--- config.mk ---
export PLATFORM = sky130hd
export DESIGN_NAME = i2c_cmd_master
export DESIGN_NICKNAME = d
export VERILOG_FILES = /design/src/rtl/i2cm_pkg.sv /design/src/rtl/i2cm_halfclk.sv /design/src/rtl/i2cm_seq.sv /design/src/rtl/i2c_cmd_master.sv
export SDC_FILE = /design/constraint.sdc
export NUM_CORES = 1
export LEC_CHECK = 0
export BUFFER_PORTS_ARGS = -buffer_cell sky130_fd_sc_hd__buf_2
export CORE_MARGIN = 2
export CORE_UTILIZATION = 61
export DETAILED_ROUTE_END_ITERATION = 7
export PLACE_DENSITY = 0.85
export RECOVER_POWER = 25
export SYNTH_ARGS = -nofsm -noshare
export SYNTH_HDL_FRONTEND = slang
export SYNTH_SLANG_ARGS = --single-unit
--- constraint.sdc ---
create_clock -name clk -period 4.3 [get_ports clk]
set_input_delay 0.215 -clock clk [delete_from_list [all_inputs] [get_ports clk]]
set_output_delay 0.215 -clock clk [all_outputs]
set_load 0.05 [all_outputs]
--- src/rtl/i2cm_pkg.sv ---
package i2cm_pkg;

    localparam int SLOT_W = 4;

    localparam logic [2:0] CODE_WRITE    = 3'b000;
    localparam logic [2:0] CODE_ACK_READ = 3'b001;
    localparam logic [2:0] CODE_ACK_ONLY = 3'b010;
    localparam logic [2:0] CODE_READ     = 3'b110;
    localparam logic [2:0] CODE_STOP     = 3'b111;

    typedef enum logic [2:0] {
        ST_IDLE, ST_RISE, ST_STRT, ST_LOW, ST_HIGH, ST_TAIL
    } seq_state_e;

    typedef enum logic [1:0] {
        RX_NONE, RX_SHIFT, RX_ACK
    } rx_kind_e;

    typedef struct packed {
        logic              has_start;
        logic              has_stop;
        logic [SLOT_W-1:0] slots;
        logic [8:0]        tx;     // tx[8] is driven in the current slot
    } cmd_plan_t;

    function automatic cmd_plan_t plan_cmd(input logic [2:0] code, input logic [7:0] d);
        cmd_plan_t p;
        p = '{has_start: 1'b0, has_stop: 1'b0, slots: '0, tx: 9'h1FF};
        if (code[2:1] == 2'b10) begin
            p.has_start = 1'b1;
            p.slots     = 4'd9;
            p.tx        = {d, 1'b1};
        end else begin
            case (code)
                CODE_WRITE:    begin p.slots = 4'd9; p.tx = {d, 1'b1}; end
                CODE_ACK_READ: begin p.slots = 4'd9; p.tx = {d[7], 8'hFF}; end
                CODE_ACK_ONLY: begin p.slots = 4'd1; p.tx = {d[7], 8'hFF}; end
                CODE_READ:     begin p.slots = 4'd8; p.tx = 9'h1FF; end
                CODE_STOP:     begin p.slots = 4'd1; p.tx = 9'h0FF; p.has_stop = 1'b1; end
                default:       p.slots = '0;
            endcase
        end
        return p;
    endfunction

    function automatic rx_kind_e slot_rx(input logic [2:0] code, input logic [SLOT_W-1:0] idx);
        rx_kind_e k;
        k = RX_NONE;
        if ((code[2:1] == 2'b10 || code == CODE_WRITE) && idx == 4'd8) k = RX_ACK;
        else if (code == CODE_ACK_READ && idx != 4'd0)                   k = RX_SHIFT;
        else if (code == CODE_READ)                                      k = RX_SHIFT;
        return k;
    endfunction

endpackage

--- src/rtl/i2cm_halfclk.sv ---
module i2cm_halfclk #(
    parameter int PRESCALE_W = 8
) (
    input  logic                  clk,
    input  logic                  rst,
    input  logic                  run,
    input  logic [PRESCALE_W-1:0] prescale,
    output logic                  tick
);
    localparam int CW = PRESCALE_W + 1;

    logic [CW-1:0] cnt;

    assign tick = run && (cnt == CW'(prescale) + CW'(1));

    always_ff @(posedge clk) begin
        if (rst || !run) cnt <= '0;
        else if (tick)   cnt <= '0;
        else             cnt <= cnt + CW'(1);
    end
endmodule

--- src/rtl/i2cm_seq.sv ---
module i2cm_seq
    import i2cm_pkg::*;
(
    input  logic              clk,
    input  logic              rst,
    input  logic              abort,
    input  logic              launch,
    input  cmd_plan_t         plan,
    input  logic              tick,
    input  logic              sda_in,
    output logic              busy,
    output logic              done,
    output logic              smp_valid,
    output logic              smp_bit,
    output logic [SLOT_W-1:0] slot_idx,
    output logic              scl_oe,
    output logic              sda_oe
);
    seq_state_e        state;
    logic              park_low;
    logic              stop_f;
    logic [SLOT_W-1:0] last;
    logic [8:0]        tx;
    logic              scl_want, sda_want;

    assign busy      = (state != ST_IDLE);
    assign smp_valid = (state == ST_HIGH) && tick;
    assign smp_bit   = sda_in;

    always_comb begin
        scl_want = 1'b0;
        sda_want = 1'b0;
        case (state)
            ST_IDLE: scl_want = park_low;
            ST_STRT: sda_want = 1'b1;
            ST_LOW:  begin scl_want = 1'b1; sda_want = ~tx[8]; end
            ST_HIGH: sda_want = ~tx[8];
            default: ;
        endcase
    end

    always_ff @(posedge clk) begin
        if (rst) begin
            state    <= ST_IDLE;
            park_low <= 1'b0;
            stop_f   <= 1'b0;
            last     <= '0;
            tx       <= '1;
            slot_idx <= '0;
            done     <= 1'b0;
        end else begin
            done <= 1'b0;
            if (abort) begin
                state    <= ST_IDLE;
                park_low <= 1'b0;
            end else begin
                case (state)
                    ST_IDLE: if (launch) begin
                        tx       <= plan.tx;
                        last     <= plan.slots - SLOT_W'(1);
                        stop_f   <= plan.has_stop;
                        slot_idx <= '0;
                        if (plan.has_start) state <= park_low ? ST_RISE : ST_STRT;
                        else                state <= ST_LOW;
                    end
                    ST_RISE: if (tick) state <= ST_STRT;
                    ST_STRT: if (tick) state <= ST_LOW;
                    ST_LOW:  if (tick) state <= ST_HIGH;
                    ST_HIGH: if (tick) begin
                        if (slot_idx == last) begin
                            if (stop_f) state <= ST_TAIL;
                            else begin
                                state    <= ST_IDLE;
                                park_low <= 1'b1;
                                done     <= 1'b1;
                            end
                        end else begin
                            slot_idx <= slot_idx + SLOT_W'(1);
                            tx       <= {tx[7:0], 1'b1};
                            state    <= ST_LOW;
                        end
                    end
                    ST_TAIL: if (tick) begin
                        state    <= ST_IDLE;
                        park_low <= 1'b0;
                        done     <= 1'b1;
                    end
                    default: state <= ST_IDLE;
                endcase
            end
        end
    end

    // Data line updates are held back one cycle whenever the clock line moves.
    always_ff @(posedge clk) begin
        if (rst || abort) begin
            scl_oe <= 1'b0;
            sda_oe <= 1'b0;
        end else begin
            scl_oe <= scl_want;
            if (scl_want == scl_oe) sda_oe <= sda_want;
        end
    end

    // with the clock released on both cycles, data moves only in start or stop phase
    assert_sda_quiet_R7: assert property (@(posedge clk) disable iff (rst)
        (!scl_oe && !$past(scl_oe) && !$stable(sda_oe)) |->
            ($past(state) == ST_STRT || $past(state) == ST_TAIL || $past(abort)));

    // a half never ends while idle
    assert_tick_only_busy_R10: assert property (@(posedge clk) disable iff (rst)
        tick |-> busy);
endmodule

--- src/rtl/i2c_cmd_master.sv ---
module i2c_cmd_master
    import i2cm_pkg::*;
#(
    parameter int PRESCALE_W = 8
) (
    input  logic                  clk,
    input  logic                  rst,
    input  logic [PRESCALE_W-1:0] prescale,
    input  logic                  cmd_we,
    input  logic [2:0]            cmd_code,
    input  logic                  cmd_abort,
    input  logic                  data_we,
    input  logic [7:0]            data_wr,
    output logic [7:0]            data_rd,
    output logic                  busy,
    output logic                  done,
    output logic                  scl_oe,
    output logic                  sda_oe,
    input  logic                  sda_in
);
    logic [7:0]        data_q;
    logic [2:0]        cur_code;
    cmd_plan_t         plan;
    logic              launch, abort, tick;
    logic              smp_valid, smp_bit;
    logic [SLOT_W-1:0] slot_idx;

    assign plan    = plan_cmd(cmd_code, data_q);
    assign abort   = cmd_we && cmd_abort;
    assign launch  = cmd_we && !cmd_abort && !busy && (plan.slots != '0);
    assign data_rd = data_q;

    i2cm_halfclk #(.PRESCALE_W(PRESCALE_W)) u_half (
        .clk(clk), .rst(rst), .run(busy), .prescale(prescale), .tick(tick)
    );

    i2cm_seq u_seq (
        .clk(clk), .rst(rst), .abort(abort), .launch(launch), .plan(plan),
        .tick(tick), .sda_in(sda_in), .busy(busy), .done(done),
        .smp_valid(smp_valid), .smp_bit(smp_bit), .slot_idx(slot_idx),
        .scl_oe(scl_oe), .sda_oe(sda_oe)
    );

    always_ff @(posedge clk) begin
        if (rst) begin
            cur_code <= '0;
        end else if (launch) begin
            cur_code <= cmd_code;
        end
    end

    always_ff @(posedge clk) begin
        if (rst) begin
            data_q <= '0;
        end else if (smp_valid) begin
            case (slot_rx(cur_code, slot_idx))
                RX_SHIFT: data_q    <= {data_q[6:0], smp_bit};
                RX_ACK:   data_q[0] <= smp_bit;
                default:  ;
            endcase
        end else if (data_we && !busy) begin
            data_q <= data_wr;
        end
    end

    assert_done_ends_busy_R8: assert property (@(posedge clk) disable iff (rst)
        done |-> (!busy && $past(busy)));

    assert_busy_needs_cmd_R8: assert property (@(posedge clk) disable iff (rst)
        $rose(busy) |-> $past(cmd_we));

    assert_idle_data_hold_R8: assert property (@(posedge clk) disable iff (rst)
        (!busy && !$past(busy) && !$past(data_we)) |-> $stable(data_q));

    assert_abort_idles_R9: assert property (@(posedge clk) disable iff (rst)
        (cmd_we && cmd_abort) |=> (!busy && !scl_oe && !sda_oe));
endmodule

==> impl_metrics.toml <==
[critical_path]
worstPathRequired_ns = 4.45
crit_chain = "nor3_1 > inv_1 > o32ai_1 > a21boi_1 > a21oi_2 > nor4_1 > a21oi_1"
regToRegStartpoint = "u_seq.state[1]$_SDFFE_PP0P_"
crit_type = "reg -> reg"
cp_max_fo = 17
crit_cells = 7
worstRegToRegCells = 7
critPathMaxStageDelay_ns = 0.71
cp_slowest_cell = "nor3_1"
critPathTopFamily = "compound AO/OA/AOI/OAI gates"
worst-path-buf-inv = 1
ff2ff_setup_slack_ns = 1.35
cp.arrival_ns = 3.10
cp-end-kind = "flop"
r2r-end = "u_seq.tx[1]$_SDFFE_PP1P_"
worstSetupStartpointType = "flop"

[pwr]
ir_drop_mv = 0.2887
combPwrFrac = 0.247
sw_frac_of_total = 0.3395
clkPwrFrac = 0.267
internal-power_uw = 609.6
seq_power_share = 0.486
power.leakage_uw = 0.001048
powerDensity_nw_per_um2 = 347.8
switching_power_uw = 313.4

[floorplanning]
die_y_um = 66.82
num_rows = 22
coreArea_um2 = 3716
dieArea_um2 = 4465
die_x_um = 66.82
start_util = 0.6478
ios = 37

[yosys]
synth_nets = 324
synthArstFlopShare = 0
syn_area_um2 = 2407
synth_cells = 294
ys_seq_area_frac = 0.3493
synth_edf_count = 0
ys_warn_count = 0
synth_top_area_share = 0.3493
synth_cell_types = 54
post-synth-top-area-cell = "dfxtp_1"
yosys_most_used_dff = "dfxtp_1"
synth_area_leaders = "dfxtp_1 35%, nor2_1 6.7%, xor2_1 5.1%"
synth_seq_cells = 42
syn_area_per_cell_um2 = 8.188

[sta]
worst_pin_slew_ns = 0.8343
finalHoldViolations = 0
finalSetupTns_ns = 0
period_needed_ns = 2.949
setup_viol = 0
hold_ws_ns = 0.1979
slew_violations = 0
slew_headroom = 0.4395
finalCritPeriodShare = 0.6858
max_freq_mhz = 339.1
setup_ws_ns = 1.351
rsz0062_at_grt = "no"
finClkSkew_ns = 0.003855

[clock_tree]
htreeDepth = 2
cts-root-buf = "clkbuf_8"
post_cts_resized = 0
clkSlewWorstSetupHoldPaths_ns = 0.08
cts_buffer_depth = 2
postCtsSetupBuffers = 0
tritoncts = "built"
clk_latency_ns = 0.29
numCtsBuffers = 5
hold_buffers = 0
cts.sinks = 42

[global_routing]
track_usage = 0.2532
grt_pass1_wl_um = 8645
antenna_found_initial = 0
busiest_layer = "met2"
use_met1 = 0.3133
met3_usage = 0.05405
grt.overflow.total = 0
grt_pass1_vias = 2020
grt_use_met2 = 0.4300
grt_max_degree = 32

[route]
final_antenna_net_count = 0
drt_iter0_drc = 139
dr.pass1.iters = 5
vias_per_cell = 5.868
wl_um = 5033
vias = 2183
route.detailed.drc = 0
routedWlPerCell_um = 13.53

[min_path]
hp-class = "in -> reg"
min_from = "cmd_code[1]"
min_to = "cur_code[1]$_SDFFE_PP0P_"
whs_path_depth = 3

[place]
preCtsSetupSlack_ns = 1.356
io_buffers = 36
hpwl_um = 3721
place_congestion = 0.9234
place_inst = 364

[final_layout]
post-route-util = 0.7141
nNetsFinal = 353
drive_above_1_share = 0.1481
stdcell_count = 372
synthToLayoutAreaGrowth_pct = 10.24
n_antenna_cell = 0

[run]
cap_violations = 0

[run_status]
status = "finished clean"
## worst max path at each step
stage	from	endpoint	slack, ns
after floorplan	u_seq.state[2]$_SDFFE_PP0P_	u_seq.tx[7]$_SDFFE_PP1P_	1.81
after global placement	prescale[0]	u_seq.tx[1]$_SDFFE_PP1P_	1.44
after detailed placement	prescale[0]	u_seq.tx[1]$_SDFFE_PP1P_	1.36
after CTS	u_half.cnt[3]$_SDFF_PP0_	u_seq.tx[1]$_SDFFE_PP1P_	1.55
after global routing	u_seq.state[0]$_SDFFE_PP0P_	u_seq.tx[1]$_SDFFE_PP1P_	1.18
final	u_seq.state[1]$_SDFFE_PP0P_	u_seq.tx[1]$_SDFFE_PP1P_	1.35
## layer usage
layer  wire (um)  vias to the layer above
met4          67                        0
met5           0                        -
li1            -                     1099
met3         255                        9
met1        2249                     1018
met2        2460                       57
## through the flow
stage | total power, uW | cell area [um^2]
after global placement | 680.5 | 2586
after detailed placement | 686.3 | 2586
after global routing | 976.0 | 2654
after CTS | 932.2 | 2673
after floorplan | 627.9 | 2407
final | 923.0 | 2654
## tightest hold or removal path: stages
cell and delay (ns):
buf_2 0.12, nand2_1 0.05, a21oi_1 0.05
## Yosys cell counts, types with 7 or more instances
cell,n
nand3_1,16
mux2_2,7
nand2_1,26
a21oi_1,16
dfxtp_1,42
mux2i_1,8
clkbuf_1,9
o22ai_1,7
a211o_1,7
nor3_1,7
xnor2_1,8
xor2_1,14
inv_1,10
nor2_1,43
## state kept, by name, summed over array words and instances, names as in the netlist
name,count
data_rd,8
u_seq.stop_f,1
u_half.cnt,9
u_seq.state,3
u_seq.done,1
u_seq.tx,8
u_seq.park_low,1
cur_code,3
u_seq.last,2
u_seq.sda_oe,1
u_seq.scl_oe,1
u_seq.slot_idx,4
## final cells by class
cell class	count	area, um^2
multi-input combinational	226	1448
fill	321	1062
sequential	42	840.8
timing repair buffer	38	181.4
clock buffer	6	72.57
tap	48	60.06
inverter	10	37.54
clock inverter	2	13.76
## layout by cell type, fill, tap and decap left out, types with 2 or more instances in the layout
cell,instances
a211o_1,7
a211oi_1,3
a211oi_2,2
a21oi_1,16
a2bb2oi_1,2
a31oi_1,3
and3_1,3
buf_2,25
buf_4,2
clkbuf_1,12
clkbuf_8,5
dfxtp_1,42
ha_1,5
inv_1,10
mux2_2,7
mux2i_1,8
nand2_1,26
nand3_1,16
nand3b_1,3
nand4_1,4
nor2_1,43
nor2b_1,3
nor3_1,8
nor3b_1,3
o211ai_1,3
o21ai_0,5
o22ai_1,7
or3_1,4
or4_1,2
xnor2_1,8
xor2_1,14
## cells by family (layout without fill, tap and decap cells)
family / after synthesis / after routing / share of synthesized area
adders and majority gates: 5 / 5 / 0.02599
and+or+nand+nor: 124 / 124 / 0.2547
buffers and inverters: 26 / 56 / 0.04730
AOI/OAI and AO/OA: 60 / 60 / 0.1767
muxes: 15 / 15 / 0.06601
DFF: 42 / 42 / 0.3493
xor gates and xnor gates: 22 / 22 / 0.08004
## power groups by stage
stage / clock network (uW) / registers [uW] / logic [uW]
after floorplan: 0 / 474 / 154
after global placement: 0 / 456 / 225
after detailed placement: 0 / 457 / 230
after CTS: 253 / 448 / 231
after global routing: 270 / 454 / 253
final: 247 / 449 / 228
Note: power is estimated with default switching activity, not from simulation.
